File: src/rtl/pipe_sram_pkg.sv
package pipe_sram_pkg;
  localparam int LANES  = 4;
  localparam int LANE_W = 9;
  localparam int WORD_W = LANES * LANE_W;

  typedef enum logic [1:0] {
    OP_IDLE = 2'd0,
    OP_RD   = 2'd1,
    OP_WR   = 2'd2
  } op_e;

  // Low two address bits of burst beat n from the starting offset.
  function automatic logic [1:0] beat_offset(input logic [1:0] start,
                                             input logic [1:0] beat,
                                             input logic       il);
    return il ? (start ^ beat) : 2'(start + beat);
  endfunction

  // Replace the lanes whose active-low select is asserted.
  function automatic logic [WORD_W-1:0] lane_merge(input logic [WORD_W-1:0] old_w,
                                                   input logic [WORD_W-1:0] new_w,
                                                   input logic [LANES-1:0]  sel_n);
    logic [WORD_W-1:0] r;
    r = old_w;
    for (int k = 0; k < LANES; k++) begin
      if (!sel_n[k]) r[k*LANE_W +: LANE_W] = new_w[k*LANE_W +: LANE_W];
    end
    return r;
  endfunction
endpackage

File: src/rtl/sram_cmd.sv
module sram_cmd
  import pipe_sram_pkg::*;
#(
  parameter int AW = 6
) (
  input  logic             clk,
  input  logic             rst_n,
  input  logic             en,
  input  logic             ld_n,
  input  logic             wr_n,
  input  logic             sel_ok,
  input  logic             burst_il,
  input  logic [AW-1:0]    addr,
  input  logic [LANES-1:0] bw_n,
  output op_e              s1_op,
  output logic [AW-1:0]    s1_addr,
  output logic [LANES-1:0] s1_bw_n
);
  op_e           last_op;
  logic [AW-1:0] base;
  logic [1:0]    beat;
  logic [1:0]    beat_nx;
  logic          il_q;
  op_e           op_new;
  logic          load_evt;
  logic          adv_evt;
  logic [AW-1:0] burst_addr;

  assign load_evt   = en & ~ld_n;
  assign adv_evt    = en & ld_n;
  assign beat_nx    = beat + 2'd1;
  assign burst_addr = {base[AW-1:2], beat_offset(base[1:0], beat_nx, il_q)};

  always_comb begin
    op_new = OP_IDLE;
    if (sel_ok) op_new = wr_n ? OP_RD : OP_WR;
  end

  always_ff @(posedge clk or negedge rst_n) begin
    if (!rst_n) begin
      last_op <= OP_IDLE;
      base    <= '0;
      beat    <= '0;
      il_q    <= 1'b0;
      s1_op   <= OP_IDLE;
      s1_addr <= '0;
      s1_bw_n <= '1;
    end else if (load_evt) begin
      last_op <= op_new;
      base    <= addr;
      beat    <= '0;
      il_q    <= burst_il;
      s1_op   <= op_new;
      s1_addr <= addr;
      s1_bw_n <= bw_n;
    end else if (adv_evt) begin
      beat    <= beat_nx;
      s1_op   <= last_op;
      s1_addr <= burst_addr;
      s1_bw_n <= bw_n;
    end
  end
endmodule

File: src/rtl/sram_core.sv
module sram_core
  import pipe_sram_pkg::*;
#(
  parameter int DEPTH = 64,
  parameter int AW    = 6
) (
  input  logic              clk,
  input  logic              rst_n,
  input  logic              en,
  input  op_e               s1_op,
  input  logic [AW-1:0]     s1_addr,
  input  logic [LANES-1:0]  s1_bw_n,
  input  logic [WORD_W-1:0] wr_data,
  output logic              s2_wr,
  output logic [WORD_W-1:0] rd_word
);
  logic [WORD_W-1:0] mem [DEPTH];
  logic [AW-1:0]     s2_addr;
  logic [LANES-1:0]  s2_bw_n;
  logic              commit;
  logic              fwd_hit;
  logic [WORD_W-1:0] arr_word;

  always_ff @(posedge clk or negedge rst_n) begin
    if (!rst_n) begin
      s2_wr   <= 1'b0;
      s2_addr <= '0;
      s2_bw_n <= '1;
    end else if (en) begin
      s2_wr   <= (s1_op == OP_WR);
      s2_addr <= s1_addr;
      s2_bw_n <= s1_bw_n;
    end
  end

  assign commit = en & s2_wr;

  always_ff @(posedge clk) begin
    if (commit) mem[s2_addr] <= lane_merge(mem[s2_addr], wr_data, s2_bw_n);
  end

  // A write committing on the same edge as this read is merged in here.
  assign arr_word = mem[s1_addr];
  assign fwd_hit  = s2_wr && (s2_addr == s1_addr);
  assign rd_word  = fwd_hit ? lane_merge(arr_word, wr_data, s2_bw_n) : arr_word;
endmodule

File: src/rtl/sram_dq.sv
module sram_dq
  import pipe_sram_pkg::*;
(
  input  logic              clk,
  input  logic              rst_n,
  input  logic              en,
  input  op_e               s1_op,
  input  logic [WORD_W-1:0] rd_word,
  input  logic              oe_n,
  output logic [WORD_W-1:0] dq_o,
  output logic              dq_oe,
  output logic              drv_q
);
  always_ff @(posedge clk or negedge rst_n) begin
    if (!rst_n) begin
      dq_o  <= '0;
      drv_q <= 1'b0;
    end else if (en) begin
      dq_o  <= rd_word;
      drv_q <= (s1_op == OP_RD);
    end
  end

  assign dq_oe = drv_q & ~oe_n;
endmodule

File: src/rtl/pipe_sram.sv
module pipe_sram
  import pipe_sram_pkg::*;
#(
  parameter  int DEPTH = 64,
  localparam int AW    = $clog2(DEPTH)
) (
  input  logic              clk,
  input  logic              rst_n,
  input  logic              clk_en_n,
  input  logic              sel_a_n,
  input  logic              sel_b,
  input  logic              sel_c_n,
  input  logic              ld_n,
  input  logic              wr_n,
  input  logic              burst_il,
  input  logic [LANES-1:0]  bw_n,
  input  logic [AW-1:0]     addr,
  input  logic              oe_n,
  input  logic [WORD_W-1:0] dq_i,
  output logic [WORD_W-1:0] dq_o,
  output logic              dq_oe
);
  logic              en;
  logic              sel_ok;
  op_e               s1_op;
  logic [AW-1:0]     s1_addr;
  logic [LANES-1:0]  s1_bw_n;
  logic              s2_wr;
  logic [WORD_W-1:0] rd_word;
  logic              drv_q;

  assign en     = ~clk_en_n;
  assign sel_ok = ~sel_a_n & sel_b & ~sel_c_n;

  sram_cmd #(.AW(AW)) cmd_i (
    .clk(clk), .rst_n(rst_n), .en(en), .ld_n(ld_n), .wr_n(wr_n),
    .sel_ok(sel_ok), .burst_il(burst_il), .addr(addr), .bw_n(bw_n),
    .s1_op(s1_op), .s1_addr(s1_addr), .s1_bw_n(s1_bw_n)
  );

  sram_core #(.DEPTH(DEPTH), .AW(AW)) core_i (
    .clk(clk), .rst_n(rst_n), .en(en), .s1_op(s1_op), .s1_addr(s1_addr),
    .s1_bw_n(s1_bw_n), .wr_data(dq_i), .s2_wr(s2_wr), .rd_word(rd_word)
  );

  sram_dq dq_i_stage (
    .clk(clk), .rst_n(rst_n), .en(en), .s1_op(s1_op), .rd_word(rd_word),
    .oe_n(oe_n), .dq_o(dq_o), .dq_oe(dq_oe), .drv_q(drv_q)
  );
endmodule

File: config.mk
export PLATFORM = sky130hd
export DESIGN_NAME = pipe_sram
export DESIGN_NICKNAME = d
export VERILOG_FILES = /design/src/rtl/pipe_sram_pkg.sv /design/src/rtl/sram_cmd.sv /design/src/rtl/sram_core.sv /design/src/rtl/sram_dq.sv /design/src/rtl/pipe_sram.sv
export SDC_FILE = /design/constraint.sdc
export NUM_CORES = 2
export LEC_CHECK = 0
export ABC_AREA = 1
export BUFFER_PORTS_ARGS = -buffer_cell sky130_fd_sc_hd__buf_2
export CELL_PAD_IN_SITES_DETAIL_PLACEMENT = 2
export CELL_PAD_IN_SITES_GLOBAL_PLACEMENT = 2
export CORE_MARGIN = 10
export CORE_UTILIZATION = 47
export CTS_CLUSTER_SIZE = 20
export DETAILED_ROUTE_END_ITERATION = 10
export PLACE_DENSITY_LB_ADDON = 0.12
export SYNTH_ARGS = -nofsm -noshare
export SYNTH_HDL_FRONTEND = slang
export SYNTH_HIERARCHICAL = 1
export SYNTH_SLANG_ARGS = --single-unit
File: constraint.sdc
create_clock -name clk -period 6.4 [get_ports clk]
set_input_delay 0.32 -clock clk [delete_from_list [all_inputs] [get_ports clk]]
set_output_delay 0.32 -clock clk [all_outputs]
set_load 0.05 [all_outputs]
### Word-level counts from Yosys, hierarchy flattened

Memories as Yosys holds them, arrays and structs flattened.
Index checks and enable logic that the tools add are counted.

| word-level totals | value |
|---|---|
| bits of input ports | 56 |
| memories | 1 |
| bits in writable memories | 2304 |
| output and inout port bits | 37 |
| register bits | 71 |
| word-level logic and storage cells | 66 |

Memories:

| name | words | bits a word | rd ports | clocked after Yosys merged registers in | write ports | line | text |
|---|---|---|---|---|---|---|---|
| core_i.mem | 64 | 36 | 1 | 0 | 1 | sram_core.sv:17 | `logic [WORD_W-1:0] mem [DEPTH];` |

| cells by class | value |
|---|---|
| bitwise operators | 12 |
| equality and inequality tests | 7 |
| multiplexer cells | 26 |
| reduce and logical (&&, ||, !) cells | 6 |
| $add $sub $neg | 2 |

Operators with widths:

| kind | number |
|---|---|
| $mux 9 | 12 |
| $mux 36 | 1 |
| $mux 2 | 7 |
| $mux 6 | 2 |
| $mux 4 | 2 |
| $ne 2x2->1 const B | 4 |
| $reduce_and 2->1 | 4 |
| $and 1x1->1 | 6 |
| $eq 6x6->1 | 1 |
| $not 1->1 | 5 |
| $add 2x1->2 const B | 1 |
| $add 2x2->2 | 1 |
| $eq 2x1->1 const B | 1 |
| $eq 2x2->1 const B | 1 |
| $mux 1 | 2 |
| $reduce_bool 2->1 | 1 |
| $xor 2x2->2 | 1 |
| $logic_and 1x1->1 | 1 |

### Longest topological paths before layout

| depth | value |
|---|---|
| word-level depth | 5 |
| mapped depth | 16 |
| depth with buffers taken out | 13 |

### Hierarchy

The synthesis kept the hierarchy.

By module, submodules not included:

| module | area an instance (um^2) | cells each | instances | seq. area each (um^2) |
|---|---|---|---|---|
| sram_core | 94374.3 | 8020 | 1 | 69466.6 |
| sram_dq | 1426.4 | 159 | 1 | 925.9 |
| sram_cmd | 1019.7 | 113 | 1 | 580.6 |
| pipe_sram | 17.5 | 4 | 1 | 0.0 |

### Worst setup path before layout

No wires, ideal clock.

| path | value |
|---|---|
| kind | reg-to-reg |
| start | reg core_i.s2_addr[3] |
| end | mem core_i/mem[56][0] in the netlist's numbering, enable pin |
| cell stages (with the launch flop) | 5 |
| arrival | 1.645 ns |
| slack | 4.381 ns |
| cell sequence | dfrtp_1 inv_1 nor3_1 nand2_1 nor2_1 |

RTL lines:

| item | line | text |
|---|---|---|
| start, declared | sram_core.sv:18 | `logic [AW-1:0] s2_addr;` |
| start signal, assigned | sram_core.sv:31 | `s2_addr <= s1_addr;` |
| end, declared | sram_core.sv:17 |  |

No word-level cell before the write port.

### Worst setup path in the final report

| path | value |
|---|---|
| start | reg core_i.s2_addr[3] |
| end | mem core_i/mem[13][32] in the netlist's numbering, enable pin |

No word-level cell before the write port.

==> flow_summary.yaml <==
finish:
  area_growth_pct: 11.3
  layout-drive-gt1-share_pct: 7.08
  seq_area_mm2: 0.0710
  final_common_cell: "nand2_1"
  finalNetCount: 8317
  nFillCells: 19700
  multi_input_area_mm2: 0.0229
  mostFrequentLayoutCells: "nand2_1, edfxtp_1, nand3_1"
  final_util_pct: 52.6
run_status:
  violations: "max-capacitance violations, max-slew violations"
  status: "finished with violations"
clock_tree:
  clk_path_buf_depth: 4
  cts_resized: 0
  cts-root-buf: "clkbuf_16"
  tritoncts: "yes"
  post_cts_buffers: 0
  insertion_delay_ps: 950
  cts-hold-fix-buffers: 30
  numClockSinks: 2375
  htreeDepth: 5
  path_clk_slew_ps: 60
  cts_inserted_buffers: 277
sta:
  finalCritPeriodShare_pct: 67.4
  finalCriticalPeriod_ps: 4310
  worst_slew_pin_slew_ps: 1520
  clock_skew_ps: 53.7
  hold_violations: 0
  timing.fmax_mhz: 232
  relSlewSlack_pct: -1.38
  tns_ps: 0
  slew_violations: 10
  whs_ps: 57.5
  setup-violations-final: 0
  rsz0062_at_grt: "no"
routing:
  met3_length_um: 25900
  top_layer: "met5"
  drt_wl_total_um: 380000
  drc: 0
  postRouteAntennaNets: 0
  first_pass_iters: 7
  vias: 70000
  drt_iter0_drc: 7475
  wl_met2_um: 190000
  wl_met1_um: 141000
  wl_per_cell_um: 34.1
  post_drt_via_cell_ratio: 6.28
power:
  combPwrFrac_pct: 15.8
  p_seq_share_pct: 44.9
  p_leak_uw: 0.0381
  swShare_pct: 29.4
  vdd_drop_max_mv: 0.253
  p_int_uw: 27300
  pwr_density_cell_mw_per_mm2: 359
  switchingPower_uw: 11400
  clkPwrFrac_pct: 39.3
  total_power_uw: 38700
setup_path:
  path_class: "flip-flop to flip-flop"
  cp.arrival_ps: 4840
  timing.critical_path.buf_inv: 1
  critPathRequiredTime_ps: 6930
  slowest_stage: "nor2_1"
  critPathCaptureType: "flip-flop"
  cp-start-kind: "flip-flop"
  cpLargestDelayFamily: "simple AND/OR/NAND/NOR gates"
  cpPeakStageDelay_ps: 1320
  worstPathCellList: "inv_1 > nor3_1 > nand2_1 > nor2_1"
  crit_fanout: 9
floorplanning:
  ios: 93
  die_h_um: 474
  dieWidth_um: 474
  die_area_mm2: 0.225
  start_util_pct: 47.3
  rows: 166
  core_area_mm2: 0.205
synthesis:
  yosys_warnings: 6
  synth-seq-cells: 2375
  synthCells: 8296
  syn_area_per_cell_um2: 11.7
  synth.distinct_cells: 32
  synth_fp_nets: 8353
  syn_area_mm2: 0.0968
  yosysSeqAreaShare_pct: 73.3
place:
  io_buffers: 92
  gp_congestion: 0.814
  dp_hpwl_um: 217000
global_route:
  grt_pass1_wl_um: 550000
  grt_pass1_vias: 76900
  grt.overflow.total: 0
  antenna_found_initial: 23
  grt_start_max_net_pins: 211
  gr-usage-all-layers_pct: 33.2
worst_hold_path:
  hold_path.class: "primary input to flip-flop"
job:
  maxCapViolCount: 1
-- power groups by stage --
stage,sequential (uW),combinational [uW],clock [uW]
3_3_place_gp,17700,5560,0
2_1_floorplan,17800,3370,0
6_report,17400,6120,15200
4_1_cts,17400,6070,15400
3_5_place_dp,17700,5900,0
5_1_grt,17400,6540,15900
-- synth_stat cells, drive strengths merged --
master	count	share of area, %
ha	1	0.013
nor4	1	0.013
nand3	2154	11
edfxtp	2304	71
buf	458	2.6
o21ai	16	0.087
o22ai	4	0.026
a21oi	2	0.010
or2	7	0.045
nor3	17	0.088
a31oi	4	0.039
dfstp	8	0.22
nor2	270	1.1
nand2	2859	11
nand3b	1	0.0078
clkbuf	83	0.32
dfrtp	63	1.6
xor2	1	0.0090
inv	43	0.17
-- logic make-up after synthesis --
kind of cell             synth area share [%]
XOR/XNOR                              0.00905
buffers and inverters                    3.08
flip-flops                               73.3
adder cells (fa/ha/maj)                0.0129
AND/OR/NAND/NOR                          23.4
AO/OA/AOI/OAI                           0.161
-- state kept, by name, summed over array words and instances (netlist names), 4 cells and up --
signal	cells
cmd_i/s1_addr	6
dq_i_stage/dq_o	36
cmd_i/s1_bw_n	4
core_i/s2_bw_n	4
cmd_i/base	6
core_i/mem	2304
core_i/s2_addr	6
-- routing by layer --
layer	vias up	track usage, %
met5	-	0.490
met4	26	18.7
met3	939	5.62
met2	3091	56.3
met1	36900	40.2
li1	29100	-
-- final cells by class --
cell class / instances / area share, %
Timing Repair Buffer: 226 / 1.71
Clock buffer: 372 / 7.14
Sequential cell: 2375 / 65.9
Antenna cell: 11 / 0.0255
Clock inverter: 95 / 0.654
Multi-Input combinational cell: 5337 / 21.3
Tap cell: 2688 / 3.12
Inverter: 43 / 0.192
-- per-stage QoR --
stage / std cells / setup WS (ps) / instance area (um^2)
floorplan: 8296 / 4380 / 96800
global placement: 10600 / 2670 / 98900
detailed placement: 10600 / 2390 / 99000
CTS: 11100 / 2400 / 108000
global route: 11100 / 2180 / 108000
finish: 11100 / 2090 / 108000
-- path summary, 6_finish.rpt --
path / depth (start not counted) / end / from / slack (ps)
worst max-delay path: 4 / core_i/mem[13][32]$_DFFE_PP_ / core_i/s2_addr[3]$_DFFE_PN0P_ / 2090
worst min-delay path: 2 / core_i/mem[47][29]$_DFFE_PP_ / dq_i[29] / 60
worst max register to register: 4 / core_i/mem[13][32]$_DFFE_PP_ / core_i/s2_addr[3]$_DFFE_PN0P_ / 2090
worst min register to register: 2 / cmd_i/s1_bw_n[0]$_DFFE_PN1P_ / cmd_i/s1_bw_n[0]$_DFFE_PN1P_ / 470
max in group asynchronous: 4 / dq_i_stage/dq_o[1]$_DFFE_PN0P_ / rst_n / 4190
min in group asynchronous: 3 / cmd_i/base[2]$_DFFE_PN0P_ / rst_n / 490
(Power assumes the default switching activity.)
